--- config.mk ---
export PLATFORM = sky130hd
export DESIGN_NAME = scl_timing_gen
export DESIGN_NICKNAME = d
export VERILOG_FILES = /design/src/rtl/scl_div_pkg.sv /design/src/rtl/ratio_normalizer.sv /design/src/rtl/tick_prescaler.sv /design/src/rtl/scl_phase_gen.sv /design/src/rtl/scl_timing_gen.sv
export SDC_FILE = /design/constraint.sdc
export NUM_CORES = 1
export LEC_CHECK = 0
export BUFFER_PORTS_ARGS = -buffer_cell sky130_fd_sc_hd__buf_2
export CAP_MARGIN = 20
export CORE_ASPECT_RATIO = 1.1
export CORE_MARGIN = 5
export CORE_UTILIZATION = 50
export CTS_BUF_LIST = sky130_fd_sc_hd__clkbuf_16
export CTS_CLUSTER_SIZE = 30
export DETAILED_ROUTE_END_ITERATION = 6
export GPL_ROUTABILITY_DRIVEN = 0
export PLACE_DENSITY = 0.83
export REMOVE_ABC_BUFFERS = 1
export SLEW_MARGIN = 25
export SYNTH_ARGS = -nofsm -noshare
export SYNTH_HDL_FRONTEND = slang
export SYNTH_SLANG_ARGS = --single-unit
--- constraint.sdc ---
create_clock -name clk -period 3.3 [get_ports clk]
set_input_delay 0.165 -clock clk [delete_from_list [all_inputs] [get_ports clk]]
set_output_delay 0.165 -clock clk [all_outputs]
set_load 0.05 [all_outputs]
--- src/rtl/scl_div_pkg.sv ---
package scl_div_pkg;
    localparam int NORM_BITS = 4;
    localparam int CNT_W     = 4;
    localparam int EXP_W     = 5;
    localparam int WORD_W    = 32;
    localparam int EXP_POS   = 0;
    localparam int LO_POS    = 16;
    localparam int HI_POS    = 20;
    localparam logic [WORD_W-1:0] BASE_PATTERN = 32'hA500_0000;

    typedef struct packed {
        logic [EXP_W-1:0] expo;
        logic [CNT_W-1:0] hi;
        logic [CNT_W-1:0] lo;
    } timing_fields_t;

    typedef struct packed {
        logic [CNT_W-1:0] hi;
        logic [CNT_W-1:0] lo;
    } cnt_pair_t;

    function automatic cnt_pair_t split_counts(input logic [NORM_BITS:0] rounded);
        cnt_pair_t p;
        p.lo = rounded[NORM_BITS:1] - CNT_W'(1);
        p.hi = CNT_W'(rounded - {1'b0, p.lo} - (NORM_BITS+1)'(2));
        return p;
    endfunction

    function automatic logic [WORD_W-1:0] pack_word(input timing_fields_t f);
        return BASE_PATTERN
             | (WORD_W'(f.hi)   << HI_POS)
             | (WORD_W'(f.lo)   << LO_POS)
             | (WORD_W'(f.expo) << EXP_POS);
    endfunction
endpackage

--- src/rtl/ratio_normalizer.sv ---
module ratio_normalizer
    import scl_div_pkg::*;
#(
    parameter int RATIO_W = 16
) (
    input  logic               clk,
    input  logic               rst,
    input  logic               load_i,
    input  logic [RATIO_W-1:0] ratio_i,
    output logic               ready_o,
    output logic               error_o,
    output timing_fields_t     fields_o
);
    localparam logic [RATIO_W-1:0] MIN_RATIO = RATIO_W'(2);

    logic [RATIO_W-1:0] work_q;
    logic               sticky_q;
    logic [EXP_W-1:0]   shift_q;
    logic               busy_q;
    logic               above_q;
    logic [NORM_BITS:0] rounded;
    cnt_pair_t          split;
    logic               valid_load;

    assign valid_load = load_i && (ratio_i >= MIN_RATIO);
    assign above_q    = |work_q[RATIO_W-1:NORM_BITS];
    assign rounded    = {1'b0, work_q[NORM_BITS-1:0]} + (NORM_BITS+1)'(sticky_q);
    assign split      = split_counts(rounded);

    always_ff @(posedge clk) begin
        if (rst) begin
            work_q   <= '0;
            sticky_q <= 1'b0;
            shift_q  <= '0;
            busy_q   <= 1'b0;
            ready_o  <= 1'b0;
            error_o  <= 1'b0;
            fields_o <= '0;
        end else if (valid_load) begin
            work_q   <= ratio_i;
            sticky_q <= 1'b0;
            shift_q  <= '0;
            busy_q   <= 1'b1;
            ready_o  <= 1'b0;
            error_o  <= 1'b0;
        end else begin
            if (load_i) begin
                error_o <= 1'b1;
            end
            if (busy_q) begin
                if (above_q) begin
                    work_q   <= work_q >> 1;
                    sticky_q <= sticky_q | work_q[0];
                    shift_q  <= shift_q + EXP_W'(1);
                end else begin
                    busy_q        <= 1'b0;
                    ready_o       <= 1'b1;
                    fields_o.expo <= shift_q;
                    fields_o.hi   <= split.hi;
                    fields_o.lo   <= split.lo;
                end
            end
        end
    end
endmodule

--- src/rtl/tick_prescaler.sv ---
module tick_prescaler
    import scl_div_pkg::*;
#(
    parameter int RATIO_W = 16
) (
    input  logic             clk,
    input  logic             rst,
    input  logic             run_i,
    input  logic [EXP_W-1:0] expo_i,
    output logic             tick_o
);
    logic [RATIO_W-1:0] cnt_q;
    logic [RATIO_W-1:0] mask;

    assign mask   = (RATIO_W'(1) << expo_i) - RATIO_W'(1);
    assign tick_o = run_i && (cnt_q == mask);

    always_ff @(posedge clk) begin
        if (rst || !run_i) begin
            cnt_q <= '0;
        end else if (tick_o) begin
            cnt_q <= '0;
        end else begin
            cnt_q <= cnt_q + RATIO_W'(1);
        end
    end
endmodule

--- src/rtl/scl_phase_gen.sv ---
module scl_phase_gen
    import scl_div_pkg::*;
(
    input  logic             clk,
    input  logic             rst,
    input  logic             run_i,
    input  logic             tick_i,
    input  logic [CNT_W-1:0] hi_i,
    input  logic [CNT_W-1:0] lo_i,
    output logic             phase_o,
    output logic             rise_o,
    output logic             fall_o
);
    logic [CNT_W-1:0] cnt_q;
    logic [CNT_W-1:0] limit;

    assign limit = phase_o ? hi_i : lo_i;

    always_ff @(posedge clk) begin
        if (rst || !run_i) begin
            phase_o <= 1'b1;
            cnt_q   <= '0;
            rise_o  <= 1'b0;
            fall_o  <= 1'b0;
        end else begin
            rise_o <= 1'b0;
            fall_o <= 1'b0;
            if (tick_i) begin
                if (cnt_q == limit) begin
                    cnt_q   <= '0;
                    phase_o <= !phase_o;
                    rise_o  <= !phase_o;
                    fall_o  <= phase_o;
                end else begin
                    cnt_q <= cnt_q + CNT_W'(1);
                end
            end
        end
    end
endmodule

--- src/rtl/scl_timing_gen.sv ---
module scl_timing_gen
    import scl_div_pkg::*;
#(
    parameter int RATIO_W = 16
) (
    input  logic               clk,
    input  logic               rst,
    input  logic               load_i,
    input  logic [RATIO_W-1:0] ratio_i,
    output logic               ready_o,
    output logic               error_o,
    output logic [EXP_W-1:0]   exp_o,
    output logic [CNT_W-1:0]   hi_cnt_o,
    output logic [CNT_W-1:0]   lo_cnt_o,
    output logic [WORD_W-1:0]  ctrl_word_o,
    output logic               tick_o,
    output logic               scl_phase_o,
    output logic               scl_rise_o,
    output logic               scl_fall_o
);
    timing_fields_t fields;

    ratio_normalizer #(.RATIO_W(RATIO_W)) u_norm (
        .clk      (clk),
        .rst      (rst),
        .load_i   (load_i),
        .ratio_i  (ratio_i),
        .ready_o  (ready_o),
        .error_o  (error_o),
        .fields_o (fields)
    );

    tick_prescaler #(.RATIO_W(RATIO_W)) u_pre (
        .clk    (clk),
        .rst    (rst),
        .run_i  (ready_o),
        .expo_i (fields.expo),
        .tick_o (tick_o)
    );

    scl_phase_gen u_phase (
        .clk     (clk),
        .rst     (rst),
        .run_i   (ready_o),
        .tick_i  (tick_o),
        .hi_i    (fields.hi),
        .lo_i    (fields.lo),
        .phase_o (scl_phase_o),
        .rise_o  (scl_rise_o),
        .fall_o  (scl_fall_o)
    );

    assign exp_o       = fields.expo;
    assign hi_cnt_o    = fields.hi;
    assign lo_cnt_o    = fields.lo;
    assign ctrl_word_o = pack_word(fields);
endmodule

# Word level (Yosys, flattened, before mapping)
# Cells that the tools add are included.
# word_totals
ff_bits	61
in_bits	19
output_inout_bits	51
# op_classes
n_addsub	8
order_cmp	1
n_eq_ne	2
shifts	1
n_mux	8
n_bitwise	7
n_reduce_logical	16
# ops
cell	count
$mux 16	3
$or 32x20->32	1
$or 32x5->32	1
$add 16x1->16 const B	1
$eq 16x16->1	1
$ge 16x2->1 const B	1
$shl 1x5->16 const A	1
$sub 16x2->16 const B	1
$reduce_or 12->1	1
$mux 4	2
$reduce_and 2->1	4
$add 4x1->5	1
$add 5x1->5 const B	1
$add 4x1->4 const B	1
$eq 4x4->1	1
$not 1->1	4
$reduce_bool 2->1	2
$reduce_or 2->1	2
$sub 4x1->4 const B	1
$sub 4x2->4 const B	1
$sub 4x4->4	1
$mux 1	3
$reduce_and 3->1	1
$reduce_or 3->1	1
4 further kinds	6

# Logic depth before layout (Yosys ltp)
# logic_depth
ltp_word	6
ltp_mapped	13
mapped_depth_nobuf	13

# Hierarchy
# Synthesis repeated with hierarchy kept, for this count alone.
# hier_totals
cells_unflattened	433
area_unflattened_um2	3991.3
# modules_own_cells
mod	n_inst	cells_each	area_per_inst_um2	seq_area_each_um2
ratio_normalizer	1	202	1954.4	760.7
tick_prescaler	1	158	1393.8	320.3
scl_phase_gen	1	39	395.4	140.1
scl_timing_gen	1	34	247.7	0.0

# Worst setup path after synthesis
# Ideal clock, no wire load.
# synth_path
path_kind	register -> register
from	register u_norm.fields_o[12] in the netlist's numbering
to	register u_phase.cnt_q[1]
t_arrival_ps	4179
required_time_ps	3226
path_slack_ps	-953
path_stages_with_launch	13
n_path_buf	2
synth_period_minus_slack_ps	4253
path_cell_list	dfxtp_1 buf_2 or3_1 or3b_2 ha_1 clkbuf_1 nor3b_1 a31oi_1 o22ai_1 xor2_1 nand4bb_4 nor3_1 mux2i_1
# synth_via
elab_chain_len	4
# synth_lines
item	line_no	text
start: declaration	ratio_normalizer.sv:12	output timing_fields_t fields_o
$shl 1x5->16	tick_prescaler.sv:15	assign mask = (RATIO_W'(1) << expo_i) - RATIO_W'(1);
$sub 16x2->16	tick_prescaler.sv:15	
$eq 16x16->1	tick_prescaler.sv:16	assign tick_o = run_i && (cnt_q == mask);
$logic_and 1x1->1	tick_prescaler.sv:16	
named net tick_o	scl_timing_gen.sv:16	output logic tick_o,
end signal: assignment	scl_phase_gen.sv:35	cnt_q <= cnt_q + CNT_W'(1);
end: declaration	scl_phase_gen.sv:14	logic [CNT_W-1:0] cnt_q;
# The timed path passes the listed nets, and every way through them passes these cells.
# A chain may end at the register's enable or synchronous reset.

# Worst setup path in the final report
# layout_path
from	register u_norm.fields_o[10] in the netlist's numbering
to	output tick_o
# layout_via
elab_chain_len	4
# layout_lines
item	line_no
$shl 1x5->16	tick_prescaler.sv:15
$sub 16x2->16	tick_prescaler.sv:15
$eq 16x16->1	tick_prescaler.sv:16
$logic_and 1x1->1	tick_prescaler.sv:16
end: declaration	scl_timing_gen.sv:16
# No other way between the ends.

==> impl_metrics.env <==
export IMPL_syn_area_um2=3690
export IMPL_wl_mm=7.64
export IMPL_grt_max_degree=34
export IMPL_wl_per_cell_um=14.0
export IMPL_cts_root_buf="clkbuf_16"
export IMPL_reg2reg_depth=11
export IMPL_cts_buffers=9
export IMPL_cp_start_kind="flip-flop"
export IMPL_die_x_um=91.9
export IMPL_cp_slowest_cell="or3b_2"
export IMPL_ys_seq_area_frac=0.331
export IMPL_finalPower_mw=1.87
export IMPL_drt_pass1_iterations=4
export IMPL_hold_viol=0
export IMPL_nNetsFinal=487
export IMPL_report_final_setup_viol=0
export IMPL_rows=32
export IMPL_io_buffers=50
export IMPL_fin_skew_ns=0.00903
export IMPL_cts_sinks=61
export IMPL_p_leak_nw=1.63
export IMPL_p_per_area_nw_per_um2=454
export IMPL_clock_path_buffers=2
export IMPL_antenna_found_initial=0
export IMPL_period_share=0.958
export IMPL_outcome="finished clean"
export IMPL_cp_cell_sequence="or3_1 -> or3b_2 -> ha_2 -> nor3b_1 -> a31oi_1 -> o22ai_1 -> xor2_1 -> nand4bb_4 -> nor3_4 -> buf_6"
export IMPL_r2r_start="u_norm.fields_o[10]$_SDFFE_PP0P_"
export IMPL_syn_inst=428
export IMPL_end_kind="primary output"
export IMPL_drc_errors=0
export IMPL_hold_slack_ns=0.0969
export IMPL_fin_crit_ns=3.16
export IMPL_clk_latency_ns=0.33
export IMPL_grt_pass1_vias=2895
export IMPL_routed_via_density=5.63
export IMPL_ir_worst_vdd_uv=303
export IMPL_ioPinCount=70
export IMPL_rsz0062_at_grt="no"
export IMPL_grt_pass1_wl_mm=12.6
export IMPL_dp_cells=530
export IMPL_hold_depth=3
export IMPL_cts_setup_buffers=0
export IMPL_syn_mean_instance_area_um2=8.61
export IMPL_synth_warnings=0
export IMPL_dpl_cell_area_um2=3810
export IMPL_slew_headroom=0.568
export IMPL_synth_distinct_cells=65
export IMPL_hold_end="u_norm.work_q[15]$_SDFFE_PP0P_"
export IMPL_finalInstanceArea_um2=4130
export IMPL_final_common_cell="dfxtp_1"
export IMPL_timing_fmax_mhz=316
export IMPL_max_stage_delay_ns=0.46
export IMPL_track_usage=0.168
export IMPL_grt_ovfl_total=0
export IMPL_holdCritStartpoint="ratio_i[15]"
export IMPL_ctsHtreeMaxLevel=3
export IMPL_dp_final_hpwl_mm=5.52
export IMPL_cp_max_fo=12
export IMPL_die_height_um=100
export IMPL_cts_tree="done"
export IMPL_die_area_um2=9190
export IMPL_routed_via_count=3066
export IMPL_start_util=0.520
export IMPL_required_ns=3.13
export IMPL_synth_edf_count=0
export IMPL_path_class="reg -> out"
export IMPL_layout_cells_non_filler=545
export IMPL_drt_iter0_markers=109
export IMPL_core_um2=7090
export IMPL_hp_class="in -> reg"
export IMPL_async_flop_share=0
export IMPL_holdBufCountCts=0
export IMPL_worst_slew_pin_slew_ns=0.648
export IMPL_r2r_end="u_pre.cnt_q[2]$_SDFF_PP0_"
export IMPL_ys_seq_elements=61
export IMPL_diodes=0
export IMPL_final_cell_mix="61 x dfxtp_1, 60 x nor2_1, 49 x buf_2, 25 x mux2i_1"
export IMPL_slew_viol_final=0
export IMPL_clk_pin_slew_worst_paths_ns=0.05
export IMPL_ff2ff_setup_slack_ns=0.23
export IMPL_ant_nets=0
export IMPL_final_layout_size_suffix_gt1_frac=0.187
export IMPL_maxCapViolations=0
export IMPL_setup_tns_ns=0
export IMPL_cp_arrival_ns=3.00
export IMPL_areaGrowthSynthToFinish_pct=11.9
export IMPL_synth_ff_type="dfxtp_1"
repair_timing:
action	CTS	global route
pin swaps	0	4
resized for setup	4	5
setup endpoints to repair	1	18
area by class of cell:
| class | count | area (um2) |
|---|---|---|
| Multi-Input combinational cell | 310 | 2130 |
| Sequential cell | 61 | 1220 |
| Clock inverter | 6 | 55.1 |
| Clock buffer | 9 | 225 |
| Fill cell | 625 | 2960 |
| Timing Repair Buffer | 60 | 332 |
| Inverter | 14 | 52.6 |
| Tap cell | 85 | 106 |
through the flow:
| step | utilization | worst slack [ns] |
|---|---|---|
| final | 0.582 | 0.138 |
| after global routing | 0.582 | 0.0149 |
| after CTS | 0.580 | 0.0117 |
| after detailed placement | 0.538 | 0.104 |
| after global placement | 0.538 | 0.183 |
| after floorplan | - | -1.29 |
registers in the layout, indices dropped and copies added, names as in the netlist:
name / flops
u_phase.rise_o: 1
u_norm.work_q: 16
u_norm.shift_q: 5
u_norm.error_o: 1
u_phase.phase_o: 1
u_norm.sticky_q: 1
u_phase.fall_o: 1
u_norm.busy_q: 1
u_norm.ready_o: 1
u_norm.fields_o: 13
u_pre.cnt_q: 16
u_phase.cnt_q: 4
report_power, final:
part           internal (mW)  total [mW]  leakage [nW]  switching (mW)
combinational         0.0717       0.209          1.00           0.137
clock                  0.571       0.886         0.136           0.315
sequential             0.757       0.779         0.496          0.0219
total                   1.40        1.87          1.63           0.475
kinds of logic after synthesis:
group | synth area share
flops | 0.331
xor+xnor | 0.0927
mux | 0.0679
simple gates | 0.218
other cells | 0.00204
compound gates | 0.132
fa+ha+maj | 0.0428
buf+inv | 0.114
worst max path at each step:
stage / startpoint / to / slack (ns) / cells after the start
finish: u_norm.fields_o[10]$_SDFFE_PP0P_ / tick_o / 0.14 / 10
global route: u_norm.fields_o[10]$_SDFFE_PP0P_ / tick_o / 0.01 / 10
CTS: u_norm.fields_o[10]$_SDFFE_PP0P_ / tick_o / 0.01 / 10
detailed placement: u_norm.fields_o[10]$_SDFFE_PP0P_ / tick_o / 0.10 / 10
global placement: u_norm.fields_o[10]$_SDFFE_PP0P_ / tick_o / 0.18 / 10
floorplan: u_norm.fields_o[10]$_SDFFE_PP0P_ / u_phase.cnt_q[1]$_SDFFE_PP0P_ / -1.29 / 10
cells in the mapped netlist (2+ instances only):
cell type	n	area [um2]
nor2b_1	2	12.5
a21oi_1	8	40.0
a311oi_1	2	17.5
nor4_1	11	68.8
inv_1	14	52.6
buf_4	32	240
nand4_1	11	68.8
xnor2_1	20	175
dfxtp_1	61	1220
or2_1	2	12.5
buf_1	3	11.3
and3_1	2	12.5
nand2b_1	3	18.8
a31oi_1	8	50.1
buf_6	2	22.5
nand4b_1	2	17.5
clkbuf_1	17	63.8
nand4bb_1	2	22.5
nand2_1	20	75.1
mux2i_1	25	250
ha_1	11	138
or4_1	2	15.0
o21ai_0	2	10.0
nor2_1	60	225
conb_1	2	7.51
nor4b_1	3	26.3
nor3_1	6	30.0
o211ai_1	3	22.5
o31ai_1	5	37.5
a211oi_1	19	143
xor2_1	19	166
nand3_1	11	55.1
buf_2	6	30.0
worst max-delay path, delay by kind of cell (launching register included):
kind,cells,cell delay [ns]
XOR/XNOR,1,0.16
AO/OA/AOI/OAI,2,0.26
flip-flops,1,0.30
adder cells (fa/ha/maj),1,0.26
buffers and inverters,1,0.19
AND/OR/NAND/NOR,5,1.51
metal layers:
| metal | track usage | vias to the layer above | routed length, um |
|---|---|---|---|
| met5 | 0 | - | 0 |
| met1 | 0.189 | 1447 | 3250 |
| met3 | 0.0442 | 14 | 386 |
| met4 | 0.0709 | 0 | 137 |
| met2 | 0.299 | 83 | 3870 |
| li1 | - | 1522 | - |
Power figures use the tool's default switching activity.
